File: src/rtl/sb_pkg.sv
// Shared types for the scoreboard hazard controller.
// Assumes two-bit operation codes; the top bit marks the multiply class.
package sb_pkg;

    typedef enum logic [1:0] {
        ST_IDLE = 2'd0,   // slot free
        ST_WAIT = 2'd1,   // issued, waiting for operands
        ST_EXEC = 2'd2,   // operands read, unit running
        ST_DONE = 2'd3    // result ready, waiting to write
    } slot_state_e;

    localparam logic [1:0] OPC_MEM = 2'd0;
    localparam logic [1:0] OPC_ADD = 2'd1;

endpackage

File: src/rtl/sb_unit_pick.sv
// Chooses the functional unit for an incoming operation.
// Unit 0 serves memory ops, unit 1 adds, units 2 and up the multiply class;
// the lowest free candidate wins. Purely combinational.
module sb_unit_pick
    import sb_pkg::*;
#(
    parameter int N_FU = 4
) (
    input  logic [1:0]      op,
    input  logic [N_FU-1:0] busy,
    output logic [N_FU-1:0] pick
);

    logic [N_FU-1:0] cand;

    // Candidate mask per operation class
    always_comb begin
        cand = '0;
        for (int u = 0; u < N_FU; u++) begin
            if (u == 0)      cand[u] = (op == OPC_MEM);
            else if (u == 1) cand[u] = (op == OPC_ADD);
            else             cand[u] = op[1];
        end
    end

    // Lowest free candidate, one-hot
    always_comb begin
        logic found;
        found = 1'b0;
        pick  = '0;
        for (int u = 0; u < N_FU; u++) begin
            if (!found && cand[u] && !busy[u]) begin
                pick[u] = 1'b1;
                found   = 1'b1;
            end
        end
    end

endmodule

File: src/rtl/sb_result_table.sv
// Register result-status table: one pending-writer tag per register.
// Tag 0 means no pending writer; tag u+1 names unit u.
// Assumes set and clear never target the same register in one cycle.
module sb_result_table #(
    parameter int N_REG = 8,
    parameter int RW    = 3,
    parameter int TW    = 3
) (
    input  logic             clk,
    input  logic             rst_n,
    input  logic             set_en,
    input  logic [RW-1:0]    set_reg,
    input  logic [TW-1:0]    set_tag,
    input  logic [N_REG-1:0] clr_mask,
    input  logic [RW-1:0]    rd_a,
    input  logic [RW-1:0]    rd_b,
    input  logic [RW-1:0]    rd_d,
    output logic [TW-1:0]    tag_a,
    output logic [TW-1:0]    tag_b,
    output logic [TW-1:0]    tag_d
);

    logic [TW-1:0] tags [N_REG];

    // Record new writers at issue, drop them at write-back
    always_ff @(posedge clk) begin
        if (!rst_n) begin
            for (int r = 0; r < N_REG; r++) tags[r] <= '0;
        end else begin
            for (int r = 0; r < N_REG; r++) begin
                if (set_en && set_reg == RW'(r)) tags[r] <= set_tag;
                else if (clr_mask[r])            tags[r] <= '0;
            end
        end
    end

    // Combinational lookups for the request
    always_comb begin
        tag_a = tags[rd_a];
        tag_b = tags[rd_b];
        tag_d = tags[rd_d];
    end

endmodule

File: src/rtl/sb_fu_slot.sv
// Status slot of one functional unit: busy state, operation, destination,
// source numbers, producer tags and ready flags. Wakes on a matching
// write-back and grants its own read and write steps.
// Assumes issue is only asserted while the slot is idle.
module sb_fu_slot
    import sb_pkg::*;
#(
    parameter int N_FU = 4,
    parameter int RW   = 3,
    parameter int TW   = 3
) (
    input  logic            clk,
    input  logic            rst_n,
    input  logic            issue,
    input  logic [1:0]      op_in,
    input  logic [RW-1:0]   dst_in,
    input  logic [RW-1:0]   s1_in,
    input  logic [RW-1:0]   s2_in,
    input  logic [TW-1:0]   q1_in,
    input  logic [TW-1:0]   q2_in,
    input  logic            r1_in,
    input  logic            r2_in,
    input  logic [N_FU-1:0] wake,
    input  logic            done,
    input  logic            war_hold,
    output logic            busy,
    output logic            read_go,
    output logic            write_go,
    output logic [1:0]      op,
    output logic [RW-1:0]   dst,
    output logic [RW-1:0]   s1,
    output logic [RW-1:0]   s2,
    output logic            r1,
    output logic            r2
);

    slot_state_e   st;
    logic [TW-1:0] q1, q2;
    logic          hit1, hit2;

    // Producer write-back matches either awaited tag
    always_comb begin
        hit1 = 1'b0;
        hit2 = 1'b0;
        for (int g = 0; g < N_FU; g++) begin
            if (wake[g] && q1 == TW'(g + 1)) hit1 = 1'b1;
            if (wake[g] && q2 == TW'(g + 1)) hit2 = 1'b1;
        end
    end

    // Step grants
    always_comb begin
        busy     = (st != ST_IDLE);
        read_go  = (st == ST_WAIT) && r1 && r2;
        write_go = (st == ST_DONE) && !war_hold;
    end

    // Slot state and field updates
    always_ff @(posedge clk) begin
        if (!rst_n) begin
            st  <= ST_IDLE;
            op  <= '0;
            dst <= '0;
            s1  <= '0;
            s2  <= '0;
            q1  <= '0;
            q2  <= '0;
            r1  <= 1'b0;
            r2  <= 1'b0;
        end else if (issue) begin
            st  <= ST_WAIT;
            op  <= op_in;
            dst <= dst_in;
            s1  <= s1_in;
            s2  <= s2_in;
            q1  <= q1_in;
            q2  <= q2_in;
            r1  <= r1_in;
            r2  <= r2_in;
        end else begin
            if (hit1) begin
                q1 <= '0;
                r1 <= 1'b1;
            end
            if (hit2) begin
                q2 <= '0;
                r2 <= 1'b1;
            end
            case (st)
                ST_WAIT: if (read_go) begin
                    r1 <= 1'b0;
                    r2 <= 1'b0;
                    st <= ST_EXEC;
                end
                ST_EXEC: if (done) st <= ST_DONE;
                ST_DONE: if (write_go) begin
                    st  <= ST_IDLE;
                    op  <= '0;
                end
                default: ;
            endcase
        end
    end

endmodule

File: src/rtl/sb_hazard_ctrl.sv
// Scoreboard hazard controller: in-order issue with structural and
// write-after-write stalls, operand read once both sources are valid in
// the register file, and write-back held against write-after-read.
// Assumes external units start on read_go and pulse fu_done once.
module sb_hazard_ctrl #(
    parameter int N_REG = 8,
    parameter int N_MUL = 2
) (
    input  logic                       clk,
    input  logic                       rst_n,
    input  logic                       in_valid,
    input  logic [1:0]                 in_op,
    input  logic [$clog2(N_REG)-1:0]   in_dst,
    input  logic [$clog2(N_REG)-1:0]   in_src1,
    input  logic [$clog2(N_REG)-1:0]   in_src2,
    input  logic [N_MUL+1:0]           fu_done,
    output logic                       stall,
    output logic [N_MUL+1:0]           issue_fu,
    output logic [N_MUL+1:0]           read_go,
    output logic [N_MUL+1:0]           write_go,
    output logic [2*(N_MUL+2)-1:0]     unit_op
);

    localparam int N_FU = N_MUL + 2;
    localparam int RW   = $clog2(N_REG);
    localparam int TW   = $clog2(N_FU + 1);

    logic [N_FU-1:0]  fu_busy, pick, war_hold;
    logic [TW-1:0]    tag_a, tag_b, tag_d, new_tag, q1_new, q2_new;
    logic             r1_new, r2_new, dst_pend, can_issue;
    logic [N_REG-1:0] clr_mask;
    logic [1:0]       slot_op  [N_FU];
    logic [RW-1:0]    slot_dst [N_FU];
    logic [RW-1:0]    slot_s1  [N_FU];
    logic [RW-1:0]    slot_s2  [N_FU];
    logic             slot_r1  [N_FU];
    logic             slot_r2  [N_FU];

    sb_unit_pick #(.N_FU(N_FU)) u_pick (
        .op   (in_op),
        .busy (fu_busy),
        .pick (pick)
    );

    sb_result_table #(.N_REG(N_REG), .RW(RW), .TW(TW)) u_table (
        .clk      (clk),
        .rst_n    (rst_n),
        .set_en   (can_issue),
        .set_reg  (in_dst),
        .set_tag  (new_tag),
        .clr_mask (clr_mask),
        .rd_a     (in_src1),
        .rd_b     (in_src2),
        .rd_d     (in_dst),
        .tag_a    (tag_a),
        .tag_b    (tag_b),
        .tag_d    (tag_d)
    );

    // Issue decision: free unit of the class and no pending destination writer
    always_comb begin
        dst_pend  = (tag_d != '0);
        can_issue = in_valid && (|pick) && !dst_pend;
        stall     = in_valid && !can_issue;
        issue_fu  = can_issue ? pick : '0;
    end

    // Tag of the chosen unit
    always_comb begin
        new_tag = '0;
        for (int g = 0; g < N_FU; g++) begin
            if (pick[g]) new_tag = TW'(g + 1);
        end
    end

    // Source readiness at issue; a producer writing this cycle counts as done
    always_comb begin
        r1_new = (tag_a == '0);
        r2_new = (tag_b == '0);
        for (int g = 0; g < N_FU; g++) begin
            if (write_go[g] && tag_a == TW'(g + 1)) r1_new = 1'b1;
            if (write_go[g] && tag_b == TW'(g + 1)) r2_new = 1'b1;
        end
        q1_new = r1_new ? '0 : tag_a;
        q2_new = r2_new ? '0 : tag_b;
    end

    // Write-after-read hold: another unit still owes a read of the old value
    always_comb begin
        war_hold = '0;
        for (int f = 0; f < N_FU; f++) begin
            for (int g = 0; g < N_FU; g++) begin
                if (g != f && fu_busy[g] &&
                    ((slot_r1[g] && slot_s1[g] == slot_dst[f]) ||
                     (slot_r2[g] && slot_s2[g] == slot_dst[f])))
                    war_hold[f] = 1'b1;
            end
        end
    end

    // Registers released by this cycle's write-backs
    always_comb begin
        clr_mask = '0;
        for (int f = 0; f < N_FU; f++) begin
            if (write_go[f]) clr_mask[slot_dst[f]] = 1'b1;
        end
    end

    for (genvar f = 0; f < N_FU; f++) begin : g_slot
        sb_fu_slot #(.N_FU(N_FU), .RW(RW), .TW(TW)) u_slot (
            .clk      (clk),
            .rst_n    (rst_n),
            .issue    (issue_fu[f]),
            .op_in    (in_op),
            .dst_in   (in_dst),
            .s1_in    (in_src1),
            .s2_in    (in_src2),
            .q1_in    (q1_new),
            .q2_in    (q2_new),
            .r1_in    (r1_new),
            .r2_in    (r2_new),
            .wake     (write_go),
            .done     (fu_done[f]),
            .war_hold (war_hold[f]),
            .busy     (fu_busy[f]),
            .read_go  (read_go[f]),
            .write_go (write_go[f]),
            .op       (slot_op[f]),
            .dst      (slot_dst[f]),
            .s1       (slot_s1[f]),
            .s2       (slot_s2[f]),
            .r1       (slot_r1[f]),
            .r2       (slot_r2[f])
        );
        assign unit_op[2*f +: 2] = slot_op[f];
    end

endmodule

File: config.mk
export PLATFORM = sky130hd
export DESIGN_NAME = sb_hazard_ctrl
export DESIGN_NICKNAME = d
export VERILOG_FILES = /design/src/rtl/sb_pkg.sv /design/src/rtl/sb_unit_pick.sv /design/src/rtl/sb_result_table.sv /design/src/rtl/sb_fu_slot.sv /design/src/rtl/sb_hazard_ctrl.sv
export SDC_FILE = /design/constraint.sdc
export NUM_CORES = 1
export LEC_CHECK = 0
export BUFFER_PORTS_ARGS = -buffer_cell sky130_fd_sc_hd__buf_4
export CELL_PAD_IN_SITES_DETAIL_PLACEMENT = 1
export CELL_PAD_IN_SITES_GLOBAL_PLACEMENT = 1
export CORE_MARGIN = 2
export CORE_UTILIZATION = 51
export DETAILED_ROUTE_END_ITERATION = 7
export PLACE_DENSITY_LB_ADDON = 0.1
export SLEW_MARGIN = 30
export SYNTH_ARGS = -nofsm -noshare
export SYNTH_HDL_FRONTEND = slang
export SYNTH_SLANG_ARGS = --single-unit
File: constraint.sdc
create_clock -name clk -period 5.55 [get_ports clk]
set_input_delay 0.8325 -clock clk [delete_from_list [all_inputs] [get_ports clk]]
set_output_delay 0.8325 -clock clk [all_outputs]
set_load 0.01 [all_outputs]
==> results.sh, run 1 <==
export IMPL_p_int_mw=1.29
export IMPL_grt_start_max_net_pins=55
export IMPL_path_clk_slew_ps=70
export IMPL_synth_warnings=0
export IMPL_timing_final_max_slew_violations=0
export IMPL_hp_start="g_slot[1].u_slot.op[1]"
export IMPL_die_area_um2=14000
export IMPL_number_of_global_route_vias_before_repair=6285
export IMPL_cts_tree="built"
export IMPL_antenna_violations_before_repair=0
export IMPL_die_height_um=118
export IMPL_detailed_place_hpwl_um=16300
export IMPL_num_fill_cells=1528
export IMPL_synth_ff_latch_count=108
export IMPL_sequential_area_share_after_synthesis_pct=36.0
export IMPL_synthMuxAreaShare_pct=7.23
export IMPL_final_hold_violation_count=0
export IMPL_layout_min_cycle_time_ps=4150
export IMPL_switchingPower_uw=478
export IMPL_grt_overflow=0
export IMPL_max_cap_violations=0
export IMPL_chipWidth_um=118
export IMPL_placementRows=41
export IMPL_post_route_cells_drive_above_1_share_pct=14.1
export IMPL_count_of_cell_types_in_the_netlist=67
export IMPL_maximum_vdd_drop_v=0.000175
export IMPL_clk_latency_ps=360
export IMPL_postSynthAreaPerCell_um2=8.46
export IMPL_flow_area_growth_from_synthesis_pct=6.53
export IMPL_htree_levels=3
export IMPL_global_route_usage_total_pct=33.9
export IMPL_async_reset_ff_share_pct=0
export IMPL_p_comb_share_pct=11.6
export IMPL_numCtsBuffers=9
export IMPL_synth_flop_cell="sky130_fd_sc_hd__dfxtp_1"
export IMPL_worstSetupEndpointType="primary output"
export IMPL_synth_compound_area_share_pct=15.7
export IMPL_finish_utilization_pct=56.0
export IMPL_ioPinCount=39
export IMPL_finalSetupViolCount=0
export IMPL_crit_start="in_dst[1]"
export IMPL_synth_edff_count=24
export IMPL_r2r_start="g_slot[0].u_slot.dst[1]"
export IMPL_drt_first_pass_iters=5
export IMPL_start_util_pct=52.6
export IMPL_post_cts_repair_resize_count=0
export IMPL_first_iter_violations=799
export IMPL_place_congestion=0.889
export IMPL_critical_path_reg2reg_endpoint="u_table.tags[7][2]"
export IMPL_detail_route_wirelength_um=23800
export IMPL_worst_r2r_setup_slack_ps=2050
export IMPL_slew_headroom_pct=32.7
export IMPL_timing_critical_path_required_ps=4720
export IMPL_yosys_area_share_adder_pct=0
export IMPL_post_cts_repair_setup_buffers=0
export IMPL_drc=0
export IMPL_dp_cells=931
export IMPL_p_clk_share_pct=39.6
export IMPL_setup_worst_path_class="input pin to primary output"
export IMPL_sequentialPowerShare_pct=48.8
export IMPL_critPathArrivalTime_ps=3320
export IMPL_reg2reg_depth=10
export IMPL_critical_path_max_fanout=23
export IMPL_num_vias=6344
export IMPL_final_nets=788
export IMPL_postCtsHoldBufs=0
export IMPL_drt_antenna_violating_nets=0
export IMPL_synthesis_instances=788
export IMPL_port_buffer_count=38
export IMPL_clock_path_buffers=2
export IMPL_post_synth_xor_area_fraction_pct=9.46
export IMPL_rsz_0062_raised_after_global_routing="no"
export IMPL_layout_worst_path_cycle_share_pct=74.8
export IMPL_netlist_area_um2=6670
export IMPL_timing_hold_worst_path_depth=2
export IMPL_route_detailed_vias_per_inst=6.69
export IMPL_sw_frac_of_total_pct=27.1
export IMPL_power_density_nw_per_um2=249
export IMPL_clock_tree_root_cell="sky130_fd_sc_hd__clkbuf_16"
export IMPL_grt_first_pass_wirelength_um=36400
export IMPL_hold_removal_path_class="flop to flop"
export IMPL_syn_num_nets=806
export IMPL_yosys_area_share_simple_pct=24.3
export IMPL_totalNegativeSetupSlack_ps=0
export IMPL_p_leak_nw=2.18
export IMPL_numClockSinks=108
export IMPL_dominant_combinational_cell_family_by_area_after_synthesis="simple AND/OR/NAND/NOR gates"
export IMPL_outcome="finished clean"
export IMPL_design_core_area_um2=12700
export IMPL_upper_clock_frequency_limit_mhz=241
export IMPL_drt_wirelength_per_cell_um=25.1
export IMPL_timing_worst_slew_pin_value_ps=994
export IMPL_fin_worst_skew_ps=12.4
export IMPL_timing_critical_path_to="issue_fu[1]"
export IMPL_instances_no_fill=948
export IMPL_timing_critical_path_from_type="input pin"
## critical path, cell delays in order
cell and delay (ps):
sky130_fd_sc_hd__buf_4 190, sky130_fd_sc_hd__nor4_1 380, sky130_fd_sc_hd__a21oi_1 110, sky130_fd_sc_hd__a21oi_2 190, sky130_fd_sc_hd__nand3_2 190, sky130_fd_sc_hd__and2_1 240, sky130_fd_sc_hd__or2_1 510, sky130_fd_sc_hd__inv_1 450
sky130_fd_sc_hd__buf_4 200
## kinds of logic (layout without fill, tap and decap cells)
logic type / count (synthesis) / in the layout
flops: 108 / 108
buf+inv: 93 / 80
simple gates: 318 / 318
xor+xnor: 72 / 72
compound gates: 166 / 166
other cells: 0 / 1
mux: 31 / 31
## per-layer routing
layer / vias up / routed length, um / global-route usage, %
li1: 2791 / - / -
met1: 3153 / 9890 / 46.3
met2: 337 / 11100 / 53.9
met3: 63 / 2040 / 4.73
met4: 0 / 793 / 13.6
met5: - / 0 / 0
## cell usage after synthesis (all sizes together) (10+ instances only)
library cell	count	area, um^2
nand2	113	424
dfxtp	84	1680
a21oi	83	419
xnor2	72	631
nor3	46	245
buf	39	282
nor2	39	149
clkbuf	30	113
nand4	28	175
edfxtp	24	721
inv	24	90.1
nand3	22	125
o21ai	20	100
o22ai	18	113
or2	14	87.6
mux4	13	293
mux2i	11	110
nor4	10	62.6
## metrics by stage
| step | power (mW) | setup slack [ps] | hold slack, ps | area (um^2) |
|---|---|---|---|---|
| after CTS | 1.76 | 1400 | 436 | 7100 |
| after floorplan | 1.00 | 2210 | 454 | 6670 |
| final | 1.77 | 1400 | 438 | 7100 |
| after global placement | 1.07 | 1570 | 415 | 6790 |
| after detailed placement | 1.08 | 1430 | 425 | 6790 |
| after global routing | 1.81 | 1180 | 473 | 7100 |
## power by group through the flow
stage	clock, mW	sequential [mW]	combinational [mW]
global placement	0	0.875	0.192
detailed placement	0	0.877	0.199
CTS	0.696	0.859	0.201
global route	0.728	0.863	0.218
finish	0.700	0.861	0.205
floorplan	0	0.860	0.144
## layout make-up
class | instances | area (um^2) | area share (%)
Sequential cell | 108 | 2400 | 33.8
Antenna cell | 1 | 2.50 | 0.0352
Clock buffer | 12 | 246 | 3.47
Timing Repair Buffer | 40 | 300 | 4.23
Multi-Input combinational cell | 587 | 3780 | 53.2
Tap cell | 172 | 215 | 3.03
Inverter | 24 | 90.1 | 1.27
Clock inverter | 4 | 65.1 | 0.916
## sequential cells by signal, indices dropped and copies added, names as in the netlist
signal and cells:
g_slot.u_slot.r2 4, g_slot.u_slot.s2 12, g_slot.u_slot.dst 12, g_slot.u_slot.q1 12, g_slot.u_slot.op 8, g_slot.u_slot.st 8
g_slot.u_slot.r1 4, g_slot.u_slot.s1 12, u_table.tags 24, g_slot.u_slot.q2 12
## placed cells by master, fill, tap and decap left out, types with 3 or more instances in the layout
master	synthesis	routed
sky130_fd_sc_hd__nor3_1	43	43
sky130_fd_sc_hd__mux4_2	13	13
sky130_fd_sc_hd__dfxtp_1	84	84
sky130_fd_sc_hd__inv_2	4	4
sky130_fd_sc_hd__or4_1	5	5
sky130_fd_sc_hd__a211oi_1	4	4
sky130_fd_sc_hd__nor3b_1	3	3
sky130_fd_sc_hd__nand3_1	19	19
sky130_fd_sc_hd__o21ai_0	19	19
sky130_fd_sc_hd__a21o_1	4	4
sky130_fd_sc_hd__clkbuf_16	0	9
sky130_fd_sc_hd__nor4_1	10	10
sky130_fd_sc_hd__edfxtp_1	24	24
sky130_fd_sc_hd__buf_4	24	40
sky130_fd_sc_hd__o22ai_1	18	18
sky130_fd_sc_hd__or2_2	11	11
sky130_fd_sc_hd__or3_1	5	5
sky130_fd_sc_hd__nand3b_1	4	4
sky130_fd_sc_hd__nand4_1	28	28
sky130_fd_sc_hd__nand3_2	3	3
sky130_fd_sc_hd__nand2_1	113	113
sky130_fd_sc_hd__nand4b_1	5	5
sky130_fd_sc_hd__mux2_2	7	7
sky130_fd_sc_hd__o2111ai_1	5	5
sky130_fd_sc_hd__o32ai_1	5	5
sky130_fd_sc_hd__nor3_2	3	3
sky130_fd_sc_hd__xnor2_1	72	72
sky130_fd_sc_hd__o311ai_0	5	5
sky130_fd_sc_hd__mux2i_1	11	11
sky130_fd_sc_hd__a21oi_1	82	82
sky130_fd_sc_hd__nor2_1	38	38
sky130_fd_sc_hd__and2_1	5	5
sky130_fd_sc_hd__nand2b_1	7	7
sky130_fd_sc_hd__inv_1	20	19
## worst min-delay path by stage
stage,end,slack (ps)
final,g_slot[1].u_slot.op[1],440
after global routing,g_slot[1].u_slot.op[1],470
after CTS,g_slot[1].u_slot.op[1],440
after detailed placement,g_slot[1].u_slot.op[1],430
after global placement,g_slot[1].u_slot.op[1],420
after floorplan,g_slot[1].u_slot.op[1],450
No activity file was read; power rests on OpenSTA's default activity.
==> run 2, diff against run 1 <==
CORE_UTILIZATION = 47   (was 51)
clock period = 3.9 ns   (was 5.55 ns; I/O delays follow)
==> run 2 against run 1 <==
Compared with the run above:
- final cell count is 2.2% higher
- sequential share of layout area is 0.39 points lower
- global-route usage is 1.0 points lower
- via count is 1.8% lower
- utilization is 4.3 points lower
- clock skew is 1.2 ps lower
- largest power group unchanged
- critical path depth stayed put
- register-to-register slack worse by 1300 ps
- design area is 1.2% higher
- non-clock buffer count is 14 higher
==> results.sh, run 2 (same netlist as run 1, synthesis figures left out) <==
export IMPL_outcome="finished clean"
export IMPL_reg2reg_depth=8
export IMPL_timing_critical_path_to="issue_fu[1]"
export IMPL_dp_cells=953
export IMPL_holdWs_ps=437
export IMPL_grt_start_max_net_pins=55
export IMPL_detailed_place_hpwl_um=17000
export IMPL_grt_first_pass_wirelength_um=36800
export IMPL_timing_worst_slew_pin_value_ps=797
export IMPL_crit_start="u_table.tags[1][1]"
export IMPL_timing_critical_path_required_ps=3310
export IMPL_first_iter_violations=627
export IMPL_postLayoutSetupSlackWorst_ps=656
export IMPL_p_leak_nw=2.23
export IMPL_total_power_mw=2.43
export IMPL_numCtsBuffers=9
export IMPL_worstPathBufferInverterCount=3
export IMPL_upper_clock_frequency_limit_mhz=308
export IMPL_drc=0
export IMPL_r2r_start="g_slot[3].u_slot.dst[0]"
export IMPL_instances_no_fill=969
export IMPL_timing_critical_path_depth=9
export IMPL_cts_tree="built"
export IMPL_post_route_cells_drive_above_1_share_pct=15.6
export IMPL_layout_min_cycle_time_ps=3240
export IMPL_clock_path_buffers=2
export IMPL_layout_worst_path_cycle_share_pct=83.2
export IMPL_maximum_vdd_drop_v=0.000266
export IMPL_number_of_global_route_vias_before_repair=6237
export IMPL_critical_path_reg2reg_endpoint="g_slot[0].u_slot.q2[1]"
export IMPL_timing_critical_path_from_type="flop"
export IMPL_post_place_ws_ps=675
export IMPL_final_hold_violation_count=0
export IMPL_largest_register_ffs=24
export IMPL_mostFrequentLayoutCells="113 x sky130_fd_sc_hd__nand2_1, 84 x sky130_fd_sc_hd__dfxtp_1, 82 x sky130_fd_sc_hd__a21oi_1"
export IMPL_design_core_area_um2=13900
export IMPL_global_route_usage_total_pct=32.8
export IMPL_antenna_violations_before_repair=0
export IMPL_final_nets=802
export IMPL_postCtsHoldBufs=0
export IMPL_route_detailed_vias_per_inst=6.43
export IMPL_grt_overflow=0
export IMPL_clock_tree_root_cell="sky130_fd_sc_hd__clkbuf_16"
export IMPL_placementRows=43
export IMPL_rsz_0062_raised_after_global_routing="no"
export IMPL_most_common_cell_after_layout_fill_and_taps_aside="sky130_fd_sc_hd__nand2_1"
export IMPL_finalSetupViolCount=0
export IMPL_worst_r2r_setup_slack_ps=740
export IMPL_die_area_um2=15100
export IMPL_die_height_um=123
export IMPL_port_buffer_count=38
export IMPL_drt_first_pass_iters=7
export IMPL_num_vias=6231
export IMPL_htree_levels=3
export IMPL_post_cts_repair_setup_buffers=0
export IMPL_worstPathCellList="nor4_1, a21oi_1, a21oi_1, nand3b_2, and2_1, or2_1, buf_4, inv_1, buf_4"
export IMPL_slew_headroom_pct=46.1
export IMPL_critical_path_max_fanout=23
export IMPL_worst_path_largest_cell_delay_ps=450
export IMPL_detail_route_wirelength_um=24100
export IMPL_numClockSinks=108
export IMPL_timing_final_max_slew_violations=0
export IMPL_post_cts_repair_resize_count=0
export IMPL_setup_worst_path_class="flop to primary output"
export IMPL_num_antenna_cells=0
export IMPL_ioPinCount=39
export IMPL_hold_removal_path_class="flop to flop"
export IMPL_chipWidth_um=123
export IMPL_max_cap_violations=0
export IMPL_fin_worst_skew_ps=11.2
export IMPL_clk_latency_ps=360
export IMPL_critical_path_slowest_cell="sky130_fd_sc_hd__edfxtp_1"
export IMPL_flow_area_growth_from_synthesis_pct=7.77
export IMPL_worst_path_dominant_cell_family="simple AND/OR/NAND/NOR gates"
export IMPL_totalNegativeSetupSlack_ps=0
export IMPL_path_clk_slew_ps=70
export IMPL_drt_antenna_violating_nets=0
export IMPL_drt_wirelength_per_cell_um=24.8
export IMPL_start_util_pct=48.0
export IMPL_worstSetupEndpointType="primary output"
export IMPL_power_density_nw_per_um2=338
export IMPL_place_congestion=0.887
export IMPL_top_register="u_table.tags"
export IMPL_critPathArrivalTime_ps=2660
run 2: cell types whose count changed in the layout (fill, tap and decap cells not counted):
cell                         change
sky130_fd_sc_hd__diode_2         -1
sky130_fd_sc_hd__clkinv_2        +1
sky130_fd_sc_hd__clkinv_4        -1
sky130_fd_sc_hd__bufinv_8        -1
sky130_fd_sc_hd__bufinv_16       -1
sky130_fd_sc_hd__buf_4          +14
sky130_fd_sc_hd__clkinvlp_4      +1
sky130_fd_sc_hd__clkbuf_8        +1
run 2: worst min-delay path by stage:
stage                     cells after the start              startpoint                     end  slack, ps
after global placement                        2  g_slot[1].u_slot.op[1]  g_slot[1].u_slot.op[1]        410
final                                         2  g_slot[1].u_slot.op[1]  g_slot[1].u_slot.op[1]        440
after detailed placement                      2  g_slot[1].u_slot.op[1]  g_slot[1].u_slot.op[1]        440
after global routing                          2  g_slot[1].u_slot.op[1]  g_slot[1].u_slot.op[1]        450
after floorplan                               2  g_slot[1].u_slot.op[1]  g_slot[1].u_slot.op[1]        450
after CTS                                     2  g_slot[1].u_slot.op[1]  g_slot[1].u_slot.op[1]        440
run 2: cell type report:
| type | instances | area (um^2) |
|---|---|---|
| fillers | 1673 | 6700 |
| multi-input cells | 587 | 3780 |
| flip-flops and latches | 108 | 2400 |
| repair buffers | 54 | 405 |
| clock buffers | 13 | 260 |
| well taps | 180 | 225 |
| inverters | 24 | 90.1 |
| clock inverters | 3 | 21.3 |
run 2: per-stage QoR:
step | utilization [%] | instance area, um^2
after floorplan | - | 6670
after global placement | 49.7 | 6900
after global routing | 51.7 | 7180
after CTS | 51.7 | 7180
final | 51.7 | 7180
after detailed placement | 49.7 | 6900
run 2: worst register-to-register path: stages (launching register included):
cell and delay (ps):
sky130_fd_sc_hd__dfxtp_1 770, sky130_fd_sc_hd__xnor2_1 160, sky130_fd_sc_hd__nand4_1 130, sky130_fd_sc_hd__a21oi_1 90
sky130_fd_sc_hd__or4_4 740, sky130_fd_sc_hd__o221ai_2 450, sky130_fd_sc_hd__buf_4 240, sky130_fd_sc_hd__a21o_1 320
sky130_fd_sc_hd__o22ai_1 130
run 2: power breakdown:
part           switching [mW]  internal, mW
combinational           0.191         0.117
sequential             0.0498          1.17
clock                   0.431         0.470
run 2: layer usage:
layer | vias to the layer above | share of wire, % | wire length, um | GRT usage [%]
li1 | 2813 | - | - | -
met1 | 3118 | 43 | 10400 | 43.9
met3 | 53 | 6.4 | 1540 | 5.90
met4 | 0 | 3.0 | 728 | 11.9
met2 | 247 | 48 | 11400 | 53.1
met5 | - | 0 | 0 | 0
==> run 3, diff against run 2 <==
clock period = 3.25 ns   (was 3.9 ns; I/O delays follow)
==> run 3 against run 2 <==
Compared with the run above:
- combinational power is 18% higher
- die area stayed put
- clock skew is 2.9 ps lower
- register-to-register slack worse by 680 ps
- wire length is 0.52% lower
- sequential power is 20% higher
- sequential share of layout area is 0.44 points lower
- power is 26% higher
- count of clock-buffer cells in the layout is 3 lower
- via count is 1.1% higher
==> results.sh, run 3 (same netlist as run 1, synthesis figures left out) <==
export IMPL_outcome="finished clean"
export IMPL_placementRows=43
export IMPL_top_register="u_table.tags"
export IMPL_antenna_violations_before_repair=0
export IMPL_worst_r2r_setup_slack_ps=60
export IMPL_num_fill_cells=1650
export IMPL_cts_tree="built"
export IMPL_drt_antenna_violating_nets=0
export IMPL_place_congestion=0.978
export IMPL_num_antenna_cells=0
export IMPL_min_delay_worst_endpoint="g_slot[0].u_slot.q2[2]"
export IMPL_detail_route_wirelength_um=23900
export IMPL_worst_path_largest_cell_delay_ps=800
export IMPL_worstPathBufferInverterCount=0
export IMPL_ioPinCount=39
export IMPL_critical_path_slowest_cell="sky130_fd_sc_hd__dfxtp_1"
export IMPL_port_buffer_count=38
export IMPL_number_of_global_route_vias_before_repair=6319
export IMPL_setup_worst_path_class="flop to flop"
export IMPL_start_util_pct=48.0
export IMPL_clk_latency_ps=360
export IMPL_htree_levels=3
export IMPL_fin_worst_skew_ps=8.29
export IMPL_first_iter_violations=706
export IMPL_hp_start="rst_n"
export IMPL_worst_path_dominant_cell_family="simple AND/OR/NAND/NOR gates"
export IMPL_route_detailed_vias_per_inst=6.45
export IMPL_flow_area_growth_from_synthesis_pct=9.39
export IMPL_mostFrequentLayoutCells="113 x sky130_fd_sc_hd__nand2_1, 82 x sky130_fd_sc_hd__a21oi_1, 81 x sky130_fd_sc_hd__dfxtp_1"
export IMPL_crit_path_top_cell_by_count="sky130_fd_sc_hd__nand4_1"
export IMPL_drt_first_pass_iters=5
export IMPL_timing_critical_path_required_ps=3260
export IMPL_global_route_usage_total_pct=32.6
export IMPL_layout_worst_path_cycle_share_pct=98.1
export IMPL_clock_path_buffers=2
export IMPL_finalSetupViolCount=0
export IMPL_drt_wirelength_per_cell_um=24.5
export IMPL_critical_path_max_fanout=22
export IMPL_holdWs_ps=394
export IMPL_post_place_ws_ps=-23.5
export IMPL_clock_tree_root_cell="sky130_fd_sc_hd__clkbuf_16"
export IMPL_num_vias=6298
export IMPL_upper_clock_frequency_limit_mhz=314
export IMPL_dpl_cell_area_um2=6960
export IMPL_chipWidth_um=123
export IMPL_worstSetupEndpointType="flop"
export IMPL_grt_start_max_net_pins=39
export IMPL_reg2reg_depth=8
export IMPL_postLayoutSetupSlackWorst_ps=61.8
export IMPL_timing_hold_worst_path_depth=3
export IMPL_slew_headroom_pct=35.3
export IMPL_timing_final_max_slew_violations=0
export IMPL_p_leak_nw=2.29
export IMPL_design_core_area_um2=13900
export IMPL_grt_overflow=0
export IMPL_total_power_mw=3.05
export IMPL_worstPathCellList="xnor2_1, nand4_1, a21oi_1, or4_4, or4_1, nand4_1, nor2_1, o31ai_1"
export IMPL_numCtsBuffers=9
export IMPL_crit_start="g_slot[3].u_slot.dst[0]"
export IMPL_final_cell_area_um2=7290
export IMPL_detailed_place_hpwl_um=17800
export IMPL_timing_critical_path_from_type="flop"
export IMPL_numClockSinks=108
export IMPL_path_clk_slew_ps=80
export IMPL_r2r_start="g_slot[3].u_slot.dst[0]"
export IMPL_largest_register_ffs=24
export IMPL_hold_removal_path_class="input pin to flop"
export IMPL_critPathArrivalTime_ps=3190
export IMPL_post_cts_repair_resize_count=3
export IMPL_die_height_um=123
export IMPL_die_area_um2=15100
export IMPL_layout_min_cycle_time_ps=3190
export IMPL_final_hold_violation_count=0
export IMPL_post_route_cells_drive_above_1_share_pct=17.1
export IMPL_postCtsHoldBufs=0
export IMPL_most_common_cell_after_layout_fill_and_taps_aside="sky130_fd_sc_hd__nand2_1"
export IMPL_power_density_nw_per_um2=418
export IMPL_post_cts_repair_setup_buffers=0
export IMPL_grt_first_pass_wirelength_um=36900
export IMPL_maximum_vdd_drop_v=0.000242
export IMPL_final_nets=810
export IMPL_drc=0
export IMPL_critical_path_reg2reg_endpoint="u_table.tags[6][0]"
export IMPL_max_cap_violations=0
export IMPL_rsz_0062_raised_after_global_routing="no"
export IMPL_timing_worst_slew_pin_value_ps=956
-- run 3: cell count changes in the layout (fill, tap and decap cells not counted) --
cell                        previous run  this run
sky130_fd_sc_hd__buf_4                54        62
sky130_fd_sc_hd__dfxtp_1              84        81
sky130_fd_sc_hd__dfxtp_2               0         3
sky130_fd_sc_hd__bufinv_16             0         2
sky130_fd_sc_hd__clkbuf_1              2         0
sky130_fd_sc_hd__clkbuf_8              2         1
sky130_fd_sc_hd__clkinv_2              1         2
sky130_fd_sc_hd__clkinv_4              1         0
sky130_fd_sc_hd__inv_6                 0         1
-- run 3: cell type report --
cell class                 count  area (um^2)  share of cell area (%)
multi-input combinational    587         3780                    51.8
clock inverter                 6         86.3                    1.18
clock buffer                  10          239                    3.28
sequential                   108         2410                    33.0
timing repair buffer          62          465                    6.38
inverter                      24         90.1                    1.24
tap                          180          225                    3.09
-- run 3: report_power, final --
part | leakage [nW] | internal, mW | switching (mW) | total, mW
combinational | 1.21 | 0.143 | 0.221 | 0.363
clock | 0.159 | 0.697 | 0.523 | 1.22
sequential | 0.928 | 1.41 | 0.0607 | 1.47
-- run 3: stage by stage --
stage               std cells  utilization (%)  TNS [ps]
floorplan                 788                -         0
CTS                       977             52.5         0
global route              977             52.5         0
detailed placement        961             50.2     -70.4
global placement          961             50.2         0
finish                    977             52.5         0
-- run 3: worst max path at each step --
stage | to | slack, ps | depth (start not counted)
final | u_table.tags[6][0] | 60 | 8
after CTS | u_table.tags[6][0] | 140 | 8
after detailed placement | u_table.tags[7][0] | -20 | 10
after global placement | u_table.tags[7][0] | 80 | 10
after global routing | u_table.tags[6][2] | 3 | 8
after floorplan | issue_fu[2] | 600 | 11
-- run 3: tightest hold or removal path, delay by kind of cell --
family	cells	cell delay, ps
buffers and inverters	2	190
AOI/OAI and AO/OA	1	30
-- run 3: metal layers --
layer  global-route usage, %  share of wire [%]  up-vias
li1                        -                  -     2831
met1                    44.4                 43     3131
met2                    52.3                 47      285
met3                    5.67                7.6       51
met4                    11.1                2.8        0
met5                       0                  0        -
